$ cat src/rtl/gcmp_pkg.sv
package gcmp_pkg;
  localparam int IDX_W = 3;

  typedef enum logic [IDX_W-1:0] {
    REG_CNT_LO = 3'd0,
    REG_CNT_HI = 3'd1,
    REG_CTRL   = 3'd2,
    REG_STAT   = 3'd3,
    REG_CMP_LO = 3'd4,
    REG_CMP_HI = 3'd5,
    REG_STEP   = 3'd6
  } reg_idx_e;

  localparam int CTL_RUN     = 0;
  localparam int CTL_CMP     = 1;
  localparam int CTL_IRQ     = 2;
  localparam int CTL_AUTO    = 3;
  localparam int CTL_PRE_LSB = 8;
endpackage

$ cat src/rtl/gcmp_prescale.sv
module gcmp_prescale #(
  parameter int PRE_W = 8
) (
  input  logic             clk,
  input  logic             rst,
  input  logic             run,
  input  logic [PRE_W-1:0] div,
  output logic             tick
);
  logic [PRE_W-1:0] phase_q;

  assign tick = run && (phase_q == div);

  always_ff @(posedge clk) begin
    if (rst || !run) phase_q <= '0;
    else if (phase_q == div) phase_q <= '0;
    else phase_q <= phase_q + PRE_W'(1);
  end
endmodule

$ cat src/rtl/gcmp_counter.sv
module gcmp_counter #(
  parameter int DATA_W = 32
) (
  input  logic                clk,
  input  logic                rst,
  input  logic                run,
  input  logic                tick,
  input  logic                wr_lo,
  input  logic                wr_hi,
  input  logic [DATA_W-1:0]   wdata,
  output logic [2*DATA_W-1:0] cnt_o
);
  localparam int CNT_W = 2 * DATA_W;
  logic [CNT_W-1:0] cnt_q;

  assign cnt_o = cnt_q;

  always_ff @(posedge clk) begin
    if (rst) begin
      cnt_q <= '0;
    end else if (!run && (wr_lo || wr_hi)) begin
      if (wr_lo) cnt_q[DATA_W-1:0]     <= wdata;
      if (wr_hi) cnt_q[CNT_W-1:DATA_W] <= wdata;
    end else if (tick) begin
      cnt_q <= cnt_q + CNT_W'(1);
    end
  end
endmodule

$ cat src/rtl/gcmp_compare.sv
module gcmp_compare #(
  parameter int DATA_W = 32
) (
  input  logic                clk,
  input  logic                rst,
  input  logic [2*DATA_W-1:0] cnt,
  input  logic                cmp_en,
  input  logic                cmp_rise,
  input  logic                auto_en,
  input  logic [DATA_W-1:0]   step,
  input  logic                wr_lo,
  input  logic                wr_hi,
  input  logic [DATA_W-1:0]   wdata,
  input  logic                flag_clr,
  output logic [2*DATA_W-1:0] cmp_o,
  output logic                flag_o
);
  localparam int CNT_W = 2 * DATA_W;
  logic [CNT_W-1:0] cmp_q;
  logic             armed_q;
  logic             flag_q;
  logic             match;

  assign match  = cmp_en && armed_q && (cnt >= cmp_q);
  assign cmp_o  = cmp_q;
  assign flag_o = flag_q;

  always_ff @(posedge clk) begin
    if (rst) begin
      cmp_q   <= '0;
      armed_q <= 1'b0;
    end else if (wr_lo || wr_hi) begin
      if (wr_lo) cmp_q[DATA_W-1:0]     <= wdata;
      if (wr_hi) cmp_q[CNT_W-1:DATA_W] <= wdata;
      armed_q <= 1'b1;
    end else if (match) begin
      if (auto_en) cmp_q <= cmp_q + CNT_W'(step);
      else armed_q <= 1'b0;
    end else if (cmp_rise) begin
      armed_q <= 1'b1;
    end
  end

  always_ff @(posedge clk) begin
    if (rst) flag_q <= 1'b0;
    else if (match) flag_q <= 1'b1;
    else if (flag_clr) flag_q <= 1'b0;
  end
endmodule

$ cat src/rtl/gcmp_timer.sv
module gcmp_timer
  import gcmp_pkg::*;
#(
  parameter int DATA_W = 32,
  parameter int PRE_W  = 8
) (
  input  logic              clk,
  input  logic              rst,
  input  logic              bus_sel,
  input  logic              bus_wr,
  input  logic [IDX_W-1:0]  bus_addr,
  input  logic [DATA_W-1:0] bus_wdata,
  output logic [DATA_W-1:0] bus_rdata,
  output logic              irq_o
);
  localparam int CNT_W = 2 * DATA_W;

  logic              ctl_run, ctl_cmp, ctl_irq, ctl_auto;
  logic [PRE_W-1:0]  pre_q;
  logic [DATA_W-1:0] step_q;
  logic [DATA_W-1:0] rdata_q;
  logic [DATA_W-1:0] rd_mux;
  logic              irq_q;
  logic              tick;
  logic [CNT_W-1:0]  cnt;
  logic [CNT_W-1:0]  cmp;
  logic              flag;

  logic     wr_en, rd_en;
  reg_idx_e idx;
  logic     cnt_wr_lo, cnt_wr_hi, cnt_wr;
  logic     cmp_wr_lo, cmp_wr_hi, cmp_wr;
  logic     ctl_wr, step_wr, flag_clr, cmp_rise;

  assign wr_en     = bus_sel && bus_wr;
  assign rd_en     = bus_sel && !bus_wr;
  assign idx       = reg_idx_e'(bus_addr);
  assign cnt_wr_lo = wr_en && (idx == REG_CNT_LO);
  assign cnt_wr_hi = wr_en && (idx == REG_CNT_HI);
  assign cnt_wr    = cnt_wr_lo || cnt_wr_hi;
  assign cmp_wr_lo = wr_en && (idx == REG_CMP_LO);
  assign cmp_wr_hi = wr_en && (idx == REG_CMP_HI);
  assign cmp_wr    = cmp_wr_lo || cmp_wr_hi;
  assign ctl_wr    = wr_en && (idx == REG_CTRL);
  assign step_wr   = wr_en && (idx == REG_STEP);
  assign flag_clr  = wr_en && (idx == REG_STAT) && bus_wdata[0];
  assign cmp_rise  = ctl_wr && bus_wdata[CTL_CMP] && !ctl_cmp;

  gcmp_prescale #(.PRE_W(PRE_W)) u_pre (
    .clk(clk), .rst(rst), .run(ctl_run), .div(pre_q), .tick(tick)
  );

  gcmp_counter #(.DATA_W(DATA_W)) u_cnt (
    .clk(clk), .rst(rst), .run(ctl_run), .tick(tick),
    .wr_lo(cnt_wr_lo), .wr_hi(cnt_wr_hi), .wdata(bus_wdata), .cnt_o(cnt)
  );

  gcmp_compare #(.DATA_W(DATA_W)) u_cmp (
    .clk(clk), .rst(rst), .cnt(cnt), .cmp_en(ctl_cmp), .cmp_rise(cmp_rise),
    .auto_en(ctl_auto), .step(step_q), .wr_lo(cmp_wr_lo), .wr_hi(cmp_wr_hi),
    .wdata(bus_wdata), .flag_clr(flag_clr), .cmp_o(cmp), .flag_o(flag)
  );

  always_comb begin
    rd_mux = '0;
    case (idx)
      REG_CNT_LO: rd_mux = cnt[DATA_W-1:0];
      REG_CNT_HI: rd_mux = cnt[CNT_W-1:DATA_W];
      REG_CTRL: begin
        rd_mux[CTL_RUN]                = ctl_run;
        rd_mux[CTL_CMP]                = ctl_cmp;
        rd_mux[CTL_IRQ]                = ctl_irq;
        rd_mux[CTL_AUTO]               = ctl_auto;
        rd_mux[CTL_PRE_LSB +: PRE_W]   = pre_q;
      end
      REG_STAT:   rd_mux[0] = flag;
      REG_CMP_LO: rd_mux = cmp[DATA_W-1:0];
      REG_CMP_HI: rd_mux = cmp[CNT_W-1:DATA_W];
      REG_STEP:   rd_mux = step_q;
      default:    rd_mux = '0;
    endcase
  end

  always_ff @(posedge clk) begin
    if (rst) begin
      ctl_run  <= 1'b0;
      ctl_cmp  <= 1'b0;
      ctl_irq  <= 1'b0;
      ctl_auto <= 1'b0;
      pre_q    <= '0;
      step_q   <= '0;
      rdata_q  <= '0;
      irq_q    <= 1'b0;
    end else begin
      if (ctl_wr) begin
        ctl_run  <= bus_wdata[CTL_RUN];
        ctl_cmp  <= bus_wdata[CTL_CMP];
        ctl_irq  <= bus_wdata[CTL_IRQ];
        ctl_auto <= bus_wdata[CTL_AUTO];
        pre_q    <= bus_wdata[CTL_PRE_LSB +: PRE_W];
      end
      if (step_wr) step_q <= bus_wdata;
      if (rd_en) rdata_q <= rd_mux;
      irq_q <= flag && ctl_irq;
    end
  end

  assign bus_rdata = rdata_q;
  assign irq_o     = irq_q;
endmodule

$ cat config.mk
export PLATFORM = sky130hd
export DESIGN_NAME = gcmp_timer
export DESIGN_NICKNAME = d
export VERILOG_FILES = /design/src/rtl/gcmp_pkg.sv /design/src/rtl/gcmp_prescale.sv /design/src/rtl/gcmp_counter.sv /design/src/rtl/gcmp_compare.sv /design/src/rtl/gcmp_timer.sv
export SDC_FILE = /design/constraint.sdc
export NUM_CORES = 1
export LEC_CHECK = 0
export BUFFER_PORTS_ARGS = -buffer_cell sky130_fd_sc_hd__buf_4
export CELL_PAD_IN_SITES_DETAIL_PLACEMENT = 2
export CELL_PAD_IN_SITES_GLOBAL_PLACEMENT = 2
export CORE_ASPECT_RATIO = 1.25
export CORE_MARGIN = 1.5
export CORE_UTILIZATION = 37
export CTS_BUF_LIST = sky130_fd_sc_hd__clkbuf_4 sky130_fd_sc_hd__clkbuf_8
export CTS_CLUSTER_DIAMETER = 60
export DETAILED_ROUTE_END_ITERATION = 16
export MAX_ROUTING_LAYER = met4
export PLACE_DENSITY_LB_ADDON = 0.1
export SETUP_SLACK_MARGIN = 0.5
export SKIP_CTS_REPAIR_TIMING = 1
export SLEW_MARGIN = 20
export SYNTH_ARGS = -nofsm -noshare
export SYNTH_HDL_FRONTEND = slang
export SYNTH_SLANG_ARGS = --single-unit
$ cat constraint.sdc
create_clock -name clk -period 3.7 [get_ports clk]
set_input_delay 0.185 -clock clk [delete_from_list [all_inputs] [get_ports clk]]
set_output_delay 0.185 -clock clk [all_outputs]
set_load 0.005 [all_outputs]
# --- Word-level counts from Yosys, hierarchy flattened ---
# Cells that the tools add are included.
totals:
  in_bits: 39
  out_inout_bits: 33
  memories: 0
  latchBits: 0
  reg_bits: 215
  mem_bits_rw: 0
  romBits: 0
  word_cells: 86
classes:
  n_bitwise: 0
  n_eq_ne: 12
  shift: 0
  n_addsub: 3
  order_cmp: 1
  div_mod_pow: 0
  n_mux: 20
  mul: 0
  n_reduce_logical: 35
ops:
  columns: ["operator", "count"]
  rows:
  - ["$mux 64", 5]
  - ["$mux 32", 4]
  - ["$pmux 16 s5", 1]
  - ["$add 64x1->64 const B", 1]
  - ["$add 64x32->64", 1]
  - ["$ge 64x64->1", 1]
  - ["$pmux 8 s6", 1]
  - ["$pmux 4 s5", 1]
  - ["$pmux 3 s6", 1]
  - ["$logic_and 1x1->1", 17]
  - ["$eq 3x3->1 const B", 3]
  - ["$add 8x1->8 const B", 1]
  - ["$eq 8x8->1", 1]
  - ["$ne 2x1->1 const B", 4]
  - ["$reduce_bool 2->1", 4]
  - ["$pmux 1 s7", 1]
  - ["$eq 3x2->1 const B", 2]
  - ["$mux 1", 6]
  - ["$reduce_and 2->1", 3]
  - ["$reduce_and 3->1", 2]
  - ["$eq 3x1->1 const B", 1]
  - ["$logic_not 1->1", 3]
  - ["$logic_not 3->1", 1]
  - ["$logic_or 1x1->1", 3]
  - ["other kinds (3)", 3]

# --- Logic depth before layout (Yosys ltp) ---
# Gate-level depths: netlist of the first run.
depth:
  word_depth: 7
  mapped_depth: 14

# --- Cells and area by module ---
# From an unflattened synthesis of the first run, not the netlist that was laid out.
unflattened:
  hier_cells: 2112
  hier_area_um2: 16075.4
by_module_without_submodules:
  columns: ["module", "instances", "area_per_inst_um2", "cells_each"]
  rows:
  - ["gcmp_compare", 1, 6977.9, 963]
  - ["gcmp_counter", 1, 4625.7, 624]
  - ["gcmp_timer", 1, 3995.1, 478]
  - ["gcmp_prescale", 1, 476.7, 47]

# --- Worst setup path after synthesis of the first run ---
# No wires, ideal clock.
synth_path:
  path_kind: "register -> register"
  from: "register u_cmp.cmp_q[35], in the netlist u_cmp.cmp_o[35]"
  to: "register u_cmp.cmp_q[37], in the netlist u_cmp.cmp_o[37]"
  path_buffers: 2
  path_stages_with_launch: 13
  arrival_ns: 2.930
  slack_ns: 0.674
  t_required_ns: 3.605
  setup_ns: 0.095
  cell_sequence: "dfxtp_1 clkdlybuf4s50_2 inv_1 ha_1 nand2_1 o21ai_0 a221oi_1 a31oi_1 o21bai_1 and2_1 clkbuf_1 or4_2 a221oi_1"
synth_via:
  elab_chain_cells: 4
  elab_cells_between_ends: 8
  cone_classes: "add/sub: 1; order compare: 1; mux: 3; reduce/logical: 3"
synth_lines:
  columns: ["element", "line_no", "source"]
  rows:
  - ["from (decl)", "gcmp_compare.sv:19", "logic [CNT_W-1:0] cmp_q;"]
  - ["from (signal, indexed assignment)", "gcmp_compare.sv:33", "if (wr_lo) cmp_q[DATA_W-1:0] <= wdata;"]
  - ["from (signal, indexed assignment)", "gcmp_compare.sv:34", "if (wr_hi) cmp_q[CNT_W-1:DATA_W] <= wdata;"]
  - ["from (signal assigned)", "gcmp_compare.sv:37", "if (auto_en) cmp_q <= cmp_q + CNT_W'(step);"]
  - ["$add 64x32->64 / $ge 64x64->1 (equally long branches)", "gcmp_compare.sv:37, gcmp_compare.sv:24", null]
  - ["$mux 64 / $logic_and 1x1->1 (equally long branches)", "gcmp_compare.sv:37, gcmp_compare.sv:24", null]
  - ["$mux 64 / $reduce_bool 2->1 (equally long branches)", null, null]
  - ["$mux 64 / $reduce_and 3->1 (equally long branches)", null, null]
# Several ways; a longest one is shown, not always the timed one. The select of a mux whose other input is x is not followed.
# A chain may end at the register's enable or synchronous reset.

# --- Final worst setup path of the first run ---
layout_path:
  from: "register u_cmp.cmp_q[0], in the netlist u_cmp.cmp_o[0]"
  to: "register u_cmp.cmp_q[28], in the netlist u_cmp.cmp_o[28]"
# The elaborated chain is that of the path after synthesis.

==> results.md, run 1 <==
- Worst skew pair latency: 0.63 ns
- # nets final: 2,323
- Vias in the first global route: 18,500
- Hold endpoint: bus_rdata[2]
- Worst R2R End: u_cmp.cmp_o[28]
- Hold depth: 4
- Synthesized area: 0.0151 mm²
- Detail Route Antenna Nets: 0
- Ports: 72
- Worst endpoint data arrival time: 3.83 ns
- CP Capture Type: flop
- Maximum buffer depth of the clock tree: 3
- Layout Skew: 0.0173 ns
- Leakage power: 0.00711 µW
- Placed inst area: 0.0169 mm²
- Simple-gate share of the synthesized area: 22.6%
- Cells after Synth: 2,010
- Die X: 184 µm
- PD cells: 306 mW/mm²
- Largest net degree at the start of global routing: 104
- First-pass GRT wire length: 119 mm
- XOR/XNOR Fraction of Synth Area: 2.26%
- Dpl hpwl: 61.9 mm
- CTS H-tree lvls: 2
- Antenna violations before repair: 1
- Minimum clock period: 3.27 ns
- Slew Limit Fails: 0
- Clk sink count: 215
- Total power draw: 5780 µW
- Die area: 0.0420 mm²
- Routed len/inst: 30.6 µm
- Synth-to-layout area growth: 25.1%
- Via/cell ratio: 6.40
- Violation count after the first detailed-routing iteration: 1,166
- Reg-to-Reg Start: u_cmp.cmp_o[0]
- Number of flops mapped to enable cells by yosys: 0
- Max-Cap Viols: 0
- Worst Hold Class: input port to flop
- Synth warn: 0
- Total Routed Length: 84.4 mm
- Relative slew slack: 33.9%
- Mean post-synth cell area: 7.51 µm²
- Post-synthesis mux area share: 4.72%
- Seq/Total Area, Yosys: 28.5%
- RePlAce Congestion: 0.984
- Peak VDD IR: 295 µV
- R2R Setup Slk: 0.43 ns
- Residual DRC: 0
- CTS Buf Count: 42
- Slew of the pin with the lowest slew margin: 0.990 ns
- Status: completed
- Cells on worst reg2reg path: 12
- Height of the die: 229 µm
- Critical Path Fanout Max: 4
- Synth Net Count: 2,148
- Final hold violation count: 0
- Fmax: 306 MHz
- Pre-CTS setup slack: 0.0561 ns
- Final Setup Violations: 0
- FP Rows: 82
- Total number of vias: 17,700
- Port bufs: 71
- Starting density of the core: 37.6%
- Number of synthesized register bits: 215
- RSZ-0062 raised after global routing: true
- Largest family of logic cells by synthesized area: compound AO/OA/AOI/OAI gates
- Unique cell type count in the Yosys netlist: 90
- Hold_ws: 0.107 ns
- TritonRoute pass-1 iters: 5
- Worst Path Required: 4.26 ns
- Post-synth top flop: dfxtp_1
- Final Cycle Share: 88.4%
- GRT Resource Usage Total: 39.5%
- Number of fillers in the final layout: 4,568
- Async S/R FF share, synth: 0%
- CP Class: flop to flop
- Root Driver: clkbuf_8
- Startpoint Class: flop
- TritonCTS clock tree: built
- Design area: 0.0189 mm²
- Setup TNS: 0 ns
- Min-delay src: bus_wr
- Grt ovf: 0
- Core area: 0.0401 mm²
- Synth Area in Compound Gates: 27.8%
- Post-synthesis adder-cell area fraction: 8.26%
- Final WS setup: 0.429 ns
- Layout cells sized above 1: 20.5%
- Clock-pin slew on the worst setup and hold paths: 0.06 ns
## per-stage QoR
step / std cells / utilization (%)
finish: 2761 / 47.1
global route: 2761 / 47.1
CTS: 2705 / 44.5
detailed placement: 2632 / 42.2
global placement: 2632 / 42.2
floorplan: 2010 / -
## where the power goes
part	total [µW]	internal, µW	switching, µW
clock network	2770	1570	1200
registers	2370	2340	30.0
logic	645	216	430
total	5780	4120	1660
## final cells by class
| class | count | area (µm²) | area share (%) |
|---|---|---|---|
| Antenna cell | 1 | 2.50 | 0.0133 |
| Clock buffer | 71 | 890 | 4.71 |
| Clock inverter | 2 | 35.0 | 0.186 |
| Inverter | 89 | 338 | 1.79 |
| Multi-Input combinational cell | 1578 | 10400 | 55.2 |
| Sequential cell | 215 | 4360 | 23.1 |
| Tap cell | 546 | 683 | 3.62 |
| Timing Repair Buffer | 259 | 2150 | 11.4 |
## synth_stat cells, types with 8 or more instances
library cell | n | area share, %
a31oi_1 | 17 | 0.70
a21o_1 | 25 | 1.2
ha_1 | 98 | 8.1
and3_1 | 27 | 1.1
a22oi_1 | 64 | 3.2
inv_1 | 89 | 2.2
nand2_1 | 290 | 7.2
a211oi_1 | 47 | 2.3
nor2b_1 | 8 | 0.33
a21oi_1 | 193 | 6.4
a311oi_1 | 15 | 0.87
and2_1 | 15 | 0.62
o22ai_1 | 15 | 0.62
o31ai_1 | 15 | 0.75
buf_1 | 12 | 0.30
nand3_1 | 59 | 2.0
dfxtp_1 | 215 | 29
xor2_1 | 15 | 0.87
nor4_1 | 14 | 0.58
or3_1 | 10 | 0.41
nand4_1 | 50 | 2.1
mux4_2 | 17 | 2.5
o21a_1 | 11 | 0.55
nor2_1 | 200 | 5.0
a221oi_1 | 15 | 0.87
a22o_1 | 11 | 0.64
o32ai_1 | 8 | 0.46
nor3_1 | 29 | 0.96
xnor2_1 | 24 | 1.4
o221ai_1 | 10 | 0.58
clkbuf_1 | 107 | 2.7
o21ai_0 | 126 | 4.2
mux2i_1 | 25 | 1.7
## layout by cell type, fill, tap and decap left out, types with 12 or more instances in the layout
cell / count
nand2_1: 286
buf_4: 213
nor2_1: 195
a21oi_1: 187
dfxtp_1: 180
o21ai_0: 118
inv_1: 86
ha_1: 81
a22oi_1: 64
nand3_1: 57
clkbuf_8: 57
nand4_1: 50
a211oi_1: 45
dlygate4sd3_1: 35
dfxtp_2: 31
nor3_1: 27
and3_1: 26
a21o_1: 25
mux2i_1: 25
xnor2_1: 24
mux4_2: 17
xor2_1: 15
a311oi_1: 15
a31oi_1: 15
o22ai_1: 15
o31ai_1: 14
ha_4: 14
clkbuf_4: 14
and2_1: 13
a221oi_1: 12
## flip-flops by register name, summed over array words and instances (netlist names), 8 cells and up
signal / count
bus_rdata: 32
pre_q: 8
step_q: 32
u_cmp.cmp_o: 64
u_cnt.cnt_o: 64
u_pre.phase_q: 8
## how the worst max path moves through the flow
stage	cells after the start	endpoint	from
4_1_cts	13	u_cmp.cmp_o[53]	u_cmp.cmp_o[45]
2_1_floorplan	12	u_cmp.cmp_o[37]	u_cmp.cmp_o[35]
3_5_place_dp	13	u_cmp.cmp_o[53]	u_cmp.cmp_o[45]
5_1_grt	12	u_cmp.cmp_o[28]	u_cmp.cmp_o[0]
6_report	12	u_cmp.cmp_o[28]	u_cmp.cmp_o[0]
3_3_place_gp	10	u_cmp.cmp_o[37]	u_cmp.cmp_o[45]
## per-layer routing
metal / part of all wire, % / up-vias / track usage, %
met5: 0 / - / -
li1: - / 7745 / -
met2: 48 / 652 / 65.5
met1: 37 / 8952 / 42.1
met4: 9.6 / 0 / 31.4
met3: 4.7 / 329 / 5.56
## worst max-delay path, stage by stage, from the launching register on
cell       delay (ns)
dfxtp_4          0.37
ha_4             0.15
inv_2            0.04
fa_2             0.42
nor2b_4          0.19
o2111ai_4        0.16
nand2_2          0.17
a41oi_4          0.16
o41a_1           0.53
o311ai_4         0.30
o211ai_1         0.21
a221o_1          0.35
nor2_1           0.14
## cells by family after synthesis
family	count (synthesis)
buffers and inverters	217
xor gates and xnor gates	39
AOI/OAI and AO/OA	646
adders and majority gates	99
and+or+nand+nor	745
muxes	49
DFF	215
No activity file was read; power rests on OpenSTA's default activity.
==> run 2, diff against run 1 <==
--- a/config.mk
+++ b/config.mk
@@ -14,8 +14,10 @@
 export CTS_BUF_LIST = sky130_fd_sc_hd__clkbuf_4 sky130_fd_sc_hd__clkbuf_8
 export CTS_CLUSTER_DIAMETER = 60
 export DETAILED_ROUTE_END_ITERATION = 16
+export GPL_ROUTABILITY_DRIVEN = 0
 export MAX_ROUTING_LAYER = met4
 export PLACE_DENSITY_LB_ADDON = 0.1
+export RECOVER_POWER = 100
 export SETUP_SLACK_MARGIN = 0.5
 export SKIP_CTS_REPAIR_TIMING = 1
 export SLEW_MARGIN = 20
==> results.md, run 2 (synthesis gave the netlist of run 1 again) <==
- Clock-pin slew on the worst setup and hold paths: 0.06 ns (about the same)
- PD cells: 312 mW/mm² (+1.9%)
- Crit-path leading delay family: compound AO/OA/AOI/OAI gates
- Max-Cap Viols: 1 (+1)
- Violated checks: max-capacitance violations, max-slew violations
- Maximum buffer depth of the clock tree: 3 (unchanged)
- TritonCTS clock tree: built
- Slew of the pin with the lowest slew margin: 3.01 ns (+2.02 ns)
- Synth-to-layout area growth: 22.3%
- GRT met1 Usage: 41.8% (-0.31 points)
- CP Capture Type: flop
- Ports: 72 (unchanged)
- Via/cell ratio: 6.44 (+0.55%)
- GRT Max-Usage Layer: met2
- Final hold violation count: 0 (unchanged)
- Routed len/inst: 30.1 µm (-1.3%)
- Slew Limit Fails: 65 (+65)
- FP Rows: 82 (unchanged)
- Pre-CTS setup slack: 0.198 ns (+0.142 ns)
- Most common cell after layout, fill and taps aside: nand2_1
- Layout cells sized above 1: 17.7% (-2.7 points)
- Core area: 0.0401 mm² (unchanged)
- Number of fillers in the final layout: 4,544 (-0.53%)
- Critical path's largest stage delay: 0.42 ns (-0.11 ns)
- Final Setup Violations: 0 (unchanged)
- GR Util met3: 5.75% (+0.19 points)
- Setup TNS: 0 ns (unchanged)
- Layout Skew: 0.0208 ns (+0.00353 ns)
- Detail Route Antenna Nets: 0 (unchanged)
- Die X: 184 µm (unchanged)
- RSZ-0062 raised after global routing: true
- Critical Path Fanout Max: 7 (+3)
- Worst Path Buf+Inv: 3 (+2)
- Total number of vias: 17,600 (-0.25%)
- CP max-delay cell: fa_2
- Antenna violations before repair: 1 (unchanged)
- Port bufs: 71 (unchanged)
- Clk sink count: 215 (unchanged)
- TritonRoute pass-1 iters: 6 (+1)
- # nets final: 2,299 (-1.0%)
- Worst skew pair latency: 0.64 ns (about the same)
- Root Driver: clkbuf_8
- Startpoint Class: flop
- Fmax: 292 MHz (-4.4%)
- Leakage power: 0.00692 µW (-2.6%)
- Die area: 0.0420 mm² (unchanged)
- Relative slew slack: -101% (-130 points)
- CTS H-tree lvls: 2 (unchanged)
- Height of the die: 229 µm (unchanged)
- Worst Path Required: 4.25 ns (about the same)
- Vias in the first global route: 18,400 (-0.22%)
- Worst path cell trace: ha_4 -> inv_1 -> fa_2 -> nor2b_4 -> o2111ai_2 -> a21oi_1 -> buf_4 -> o311ai_4 -> a31oi_1 -> buf_6 -> nor2b_2 -> nand3_1 -> o311a_1 -> nor3_1
- Residual DRC: 0 (unchanged)
- Final Non-Filler Cells: 2,739 (-0.80%)
- Minimum clock period: 3.42 ns (+0.151 ns)
- Status: finished, violations left
- Worst Hold Class: input port to flop
- Final core utilization: 46.0% (-1.0 points)
- First-pass GRT wire length: 118 mm (-1.0%)
- Grt ovf: 0 (unchanged)
- Placed cells: 2,608 (-0.91%)
- CTS Buf Count: 44 (+4.8%)
- Peak VDD IR: 236 µV (-20%)
- Worst endpoint data arrival time: 3.97 ns (+0.14 ns)
- Total Routed Length: 82.6 mm (-2.1%)
- Final Cycle Share: 92.5% (+4.1 points)
- Most frequent cells in the layout: nand2_1 (287), dfxtp_1 (197), nor2_1 (196)
- Starting density of the core: 37.6% (unchanged)
- Dpl hpwl: 60.2 mm (-2.8%)
- GRT Resource Usage Total: 39.0% (-0.59 points)
- GR Layer Usage met2: 62.9% (-2.6 points)
- Largest net degree at the start of global routing: 83 (-20%)
- Final WS setup: 0.278 ns (-0.151 ns)
- Violation count after the first detailed-routing iteration: 1,289 (+11%)
- CP Class: flop to flop
==> run 2: changes by cell type in the layout (fill, tap and decap cells not counted), sizes merged <==
cell	delta
clkinv	+2
dlygate4sd3	-3
buf	-59
clkinvlp	+1
dlygate4sd2	+1
inv	+1
clkbuf	+35
==> run 2: path summary, 6_finish.rpt <==
kind / from / to / slack, ns / depth (start not counted)
max: step_q[0] / u_cmp.cmp_o[56] / 0.28 / 14
min: bus_wr / bus_rdata[1] / 0.09 / 4
max reg2reg: step_q[0] / u_cmp.cmp_o[56] / 0.28 / 14
min reg2reg: step_q[26] / step_q[26] / 0.49 / 2
==> run 2: worst reg2reg max path: cells and delay by family (launching register included) <==
family          cells  cell delay [ns]
fa+ha+maj           2             0.57
buf+inv             3             0.44
flops               1             0.36
simple gates        4             0.75
compound gates      5             1.21
==> run 2: per-stage QoR <==
| step | hold slack [ns] | cell area, µm² | power, µW |
|---|---|---|---|
| 3_5_place_dp | 0.475 | 16700 | 2960 |
| 6_report | 0.0932 | 18500 | 5760 |
| 4_1_cts | -0.191 | 17600 | 5720 |
| 5_1_grt | 0.107 | 18500 | 5930 |
| 2_1_floorplan | 0.321 | 15100 | 2690 |
| 3_3_place_gp | 0.457 | 16700 | 2940 |
==> run 2: per-layer routing <==
layer	vias to the layer above	share of wire [%]
li1	7700	-
met1	8904	37
met2	698	48
met3	332	5.5
met4	0	9.8
met5	-	0
==> run 2: area by class of cell <==
| class | instances | area (µm²) | share of cell area (%) |
|---|---|---|---|
| multi-input cells | 1578 | 10300 | 55.8 |
| repair buffers | 233 | 1880 | 10.2 |
| clock buffers | 71 | 877 | 4.75 |
| clock inverters | 6 | 60.1 | 0.325 |
| well taps | 546 | 683 | 3.70 |
| flip-flops and latches | 215 | 4330 | 23.5 |
| inverters | 89 | 334 | 1.81 |
| diodes | 1 | 2.50 | 0.0136 |
==> run 2: power by group <==
group | switching (µW) | internal, µW
clock | 1220 | 1560
combinational | 419 | 196
sequential | 29.0 | 2340
==> run 3, diff against run 2 <==
--- a/config.mk
+++ b/config.mk
@@ -5,12 +5,13 @@
 export SDC_FILE = /design/constraint.sdc
 export NUM_CORES = 1
 export LEC_CHECK = 0
+export ABC_AREA = 1
 export BUFFER_PORTS_ARGS = -buffer_cell sky130_fd_sc_hd__buf_4
 export CELL_PAD_IN_SITES_DETAIL_PLACEMENT = 2
 export CELL_PAD_IN_SITES_GLOBAL_PLACEMENT = 2
 export CORE_ASPECT_RATIO = 1.25
 export CORE_MARGIN = 1.5
-export CORE_UTILIZATION = 37
+export CORE_UTILIZATION = 35
 export CTS_BUF_LIST = sky130_fd_sc_hd__clkbuf_4 sky130_fd_sc_hd__clkbuf_8
 export CTS_CLUSTER_DIAMETER = 60
 export DETAILED_ROUTE_END_ITERATION = 16
==> results.md, run 3 <==
- Status: finished, violations left
- Violated checks: max-capacitance violations, max-slew violations
- Vias in the first global route: 23,000 (+25%)
- Hold_ws: 0.0266 ns (-0.0666 ns)
- CP Capture Type: flop
- Async S/R FF share, synth: 0% (unchanged)
- Peak VDD IR: 250 µV (+5.8%)
- Clk sink count: 215 (unchanged)
- Worst skew pair latency: 0.65 ns (about the same)
- Worst Hold Class: input port to flop
- Setup TNS: 0 ns (unchanged)
- Most frequent cells in the layout: nand2_1 (792), nor2_1 (357), inv_1 (350)
- Crit path from: bus_addr[0]
- Worst Path Required: 4.19 ns (-0.06 ns)
- Clock-pin slew on the worst setup and hold paths: 0.07 ns (about the same)
- Starting density of the core: 35.6% (-2.0 points)
- Crit path top cell by count: inv_1
- Post-synth top flop: dfxtp_1
- Startpoint Class: input port
- Mean post-synth cell area: 6.04 µm² (-20%)
- Maximum buffer depth of the clock tree: 3 (unchanged)
- Ports: 72 (unchanged)
- TritonCTS clock tree: built
- Synth warn: 0 (unchanged)
- Fmax: 290 MHz (-0.63%)
- Number of flops mapped to enable cells by yosys: 0 (unchanged)
- Synth area leader: dfxtp_1
- Final core utilization: 41.0% (-5.1 points)
- RSZ-0062 raised after global routing: false
- Most common cell after layout, fill and taps aside: nand2_1
- Top-area cell type share of the netlist area: 25.0% (-3.6 points)
- Routed len/inst: 28.2 µm (-6.4%)
- Core area: 0.0484 mm² (+21%)
- CP Class: input port to flop
- Detail Route Antenna Nets: 0 (unchanged)
- Slew of the pin with the lowest slew margin: 1.77 ns (-1.24 ns)
- Root Driver: clkbuf_8
- Placed inst area: 0.0186 mm² (+11%)
- PD cells: 309 mW/mm² (-1.1%)
- Critical path's largest stage delay: 0.85 ns (+0.43 ns)
- Total number of vias: 21,800 (+24%)
- Height of the die: 251 µm (+9.8%)
- Relative slew slack: -17.8% (+83 points)
- Residual DRC: 0 (unchanged)
- Layout Skew: 0.0253 ns (+0.00451 ns)
- First-pass GRT wire length: 144 mm (+22%)
- Largest cells by area after synthesis: dfxtp_1 (25%), nand2_1 (17%), nor2_1 (7.7%)
- Min-delay src: bus_addr[1]
- Most instantiated cells after synthesis: nand2_1 (791), nor2_1 (354), inv_1 (349), a21oi_1 (223), dfxtp_1 (215)
- Final hold violation count: 0 (unchanged)
- CTS Buf Count: 43 (-2.3%)
- CP max-delay cell: nor2_1
- TritonRoute pass-1 iters: 5 (-1)
- Violation count after the first detailed-routing iteration: 1,627 (+26%)
- # nets final: 3,092 (+34%)
- Worst endpoint data arrival time: 3.93 ns (-0.04 ns)
- Port bufs: 71 (unchanged)
- Slew Limit Fails: 63 (-3.1%)
- Max-Cap Viols: 1 (unchanged)
- Die area: 0.0506 mm² (+20%)
- Grt ovf: 0 (unchanged)
- CTS H-tree lvls: 2 (unchanged)
- Die X: 202 µm (+9.8%)
- FP Rows: 90 (+9.8%)
- Largest net degree at the start of global routing: 100 (+20%)
- Count leader, synth: nand2_1
- Number of synthesized register bits: 215 (unchanged)
- Design area: 0.0198 mm² (+7.4%)
- Antenna violations before repair: 2 (+1)
- Synth Net Count: 2,993 (+39%)
- Unique cell type count in the Yosys netlist: 52 (-42%)
- Worst path cell trace: dlygate4sd3_1 -> clkbuf_1 -> inv_1 -> nand2_1 -> nor2_1 -> inv_1 -> nor2_4 -> inv_1 -> o21ai_0 -> a21oi_1
- Final Cycle Share: 93.1% (+0.59 points)
- GRT Resource Usage Total: 39.1% (+0.11 points)
- Number of fillers in the final layout: 6,107 (+34%)
- Pre-CTS setup slack: 0.485 ns (+0.287 ns)
- Cells after Synth: 2,855 (+42%)
- Minimum clock period: 3.44 ns (+0.0218 ns)
- Via/cell ratio: 6.01 (-6.6%)
- Leakage power: 0.00874 µW (+26%)
- Seq/Total Area, Yosys: 25.0% (-3.6 points)
- Synth-to-layout area growth: 15.0%
- Total Routed Length: 102 mm (+24%)
- Final Setup Violations: 0 (unchanged)
- Final WS setup: 0.257 ns (-0.0218 ns)
- Dpl hpwl: 76.4 mm (+27%)
- Critical Path Fanout Max: 17 (+10)
- Reg-to-Reg Start: u_cnt.cnt_o[1]
- Synthesized area: 0.0172 mm² (+14%)
- Layout cells sized above 1: 8.51% (-9.2 points)
## run 3: changes by cell type after synthesis, moves of 45 or more
cell	change
clkbuf_1	-45
nor2_1	+154
inv_1	+260
nand3_1	+77
a22oi_1	-64
nand2_1	+501
## run 3: final timing paths
| path | slack, ns | end | cells past startpoint |
|---|---|---|---|
| worst max register to register | 0.43 | u_cnt.cnt_o[52] | 12 |
| worst min register to register | 0.47 | bus_rdata[14] | 2 |
| worst max-delay path | 0.26 | step_q[3] | 10 |
| worst min-delay path | 0.03 | u_cmp.flag_o | 4 |
## run 3: per-stage QoR
stage | std cells | total power [µW]
after floorplan | 2855 | 2870
after global placement | 3518 | 3160
after detailed placement | 3518 | 3190
after CTS | 3594 | 6060
after global routing | 3631 | 6270
final | 3631 | 6130
## run 3: area by class of cell
class	count	area (µm²)	area share [%]
sequential	215	4300	21.7
tap	644	806	4.06
clock inverter	9	105	0.530
timing repair buffer	154	1260	6.35
antenna	2	5.00	0.0252
clock buffer	67	860	4.33
multi-input combinational	2173	11100	56.0
inverter	367	1380	6.97
## run 3: kinds of logic (layout without fill, tap and decap cells)
| family | count (synthesis) | count (layout) | synth area share (%) |
|---|---|---|---|
| simple gates | 1495 | 1495 | 37.2 |
| compound gates | 532 | 532 | 17.8 |
| buf+inv | 467 | 597 | 10.5 |
| flops | 215 | 215 | 25.0 |
| fa+ha+maj | 99 | 99 | 7.23 |
| xor+xnor | 47 | 47 | 2.39 |
| other cells | 0 | 2 | 0 |
## run 3: routing by layer
| metal | wire [µm] | track usage, % |
|---|---|---|
| met5 | 0 | - |
| met1 | 40800 | 46.4 |
| met2 | 48200 | 64.4 |
| met3 | 6670 | 4.89 |
| met4 | 6730 | 20.7 |
## run 3: power breakdown
group / switching, µW / internal [µW] / leakage (µW)
clock network: 1300 / 1620 / 0.000509
logic: 539 / 232 / 0.00649
registers: 78.6 / 2360 / 0.00174
total: 1920 / 4210 / 0.00874
## run 3: worst max-delay path, delay by kind of cell
| family | cells | cell delay (ns) |
|---|---|---|
| simple gates | 3 | 1.40 |
| buf+inv | 5 | 1.84 |
| compound gates | 2 | 0.48 |
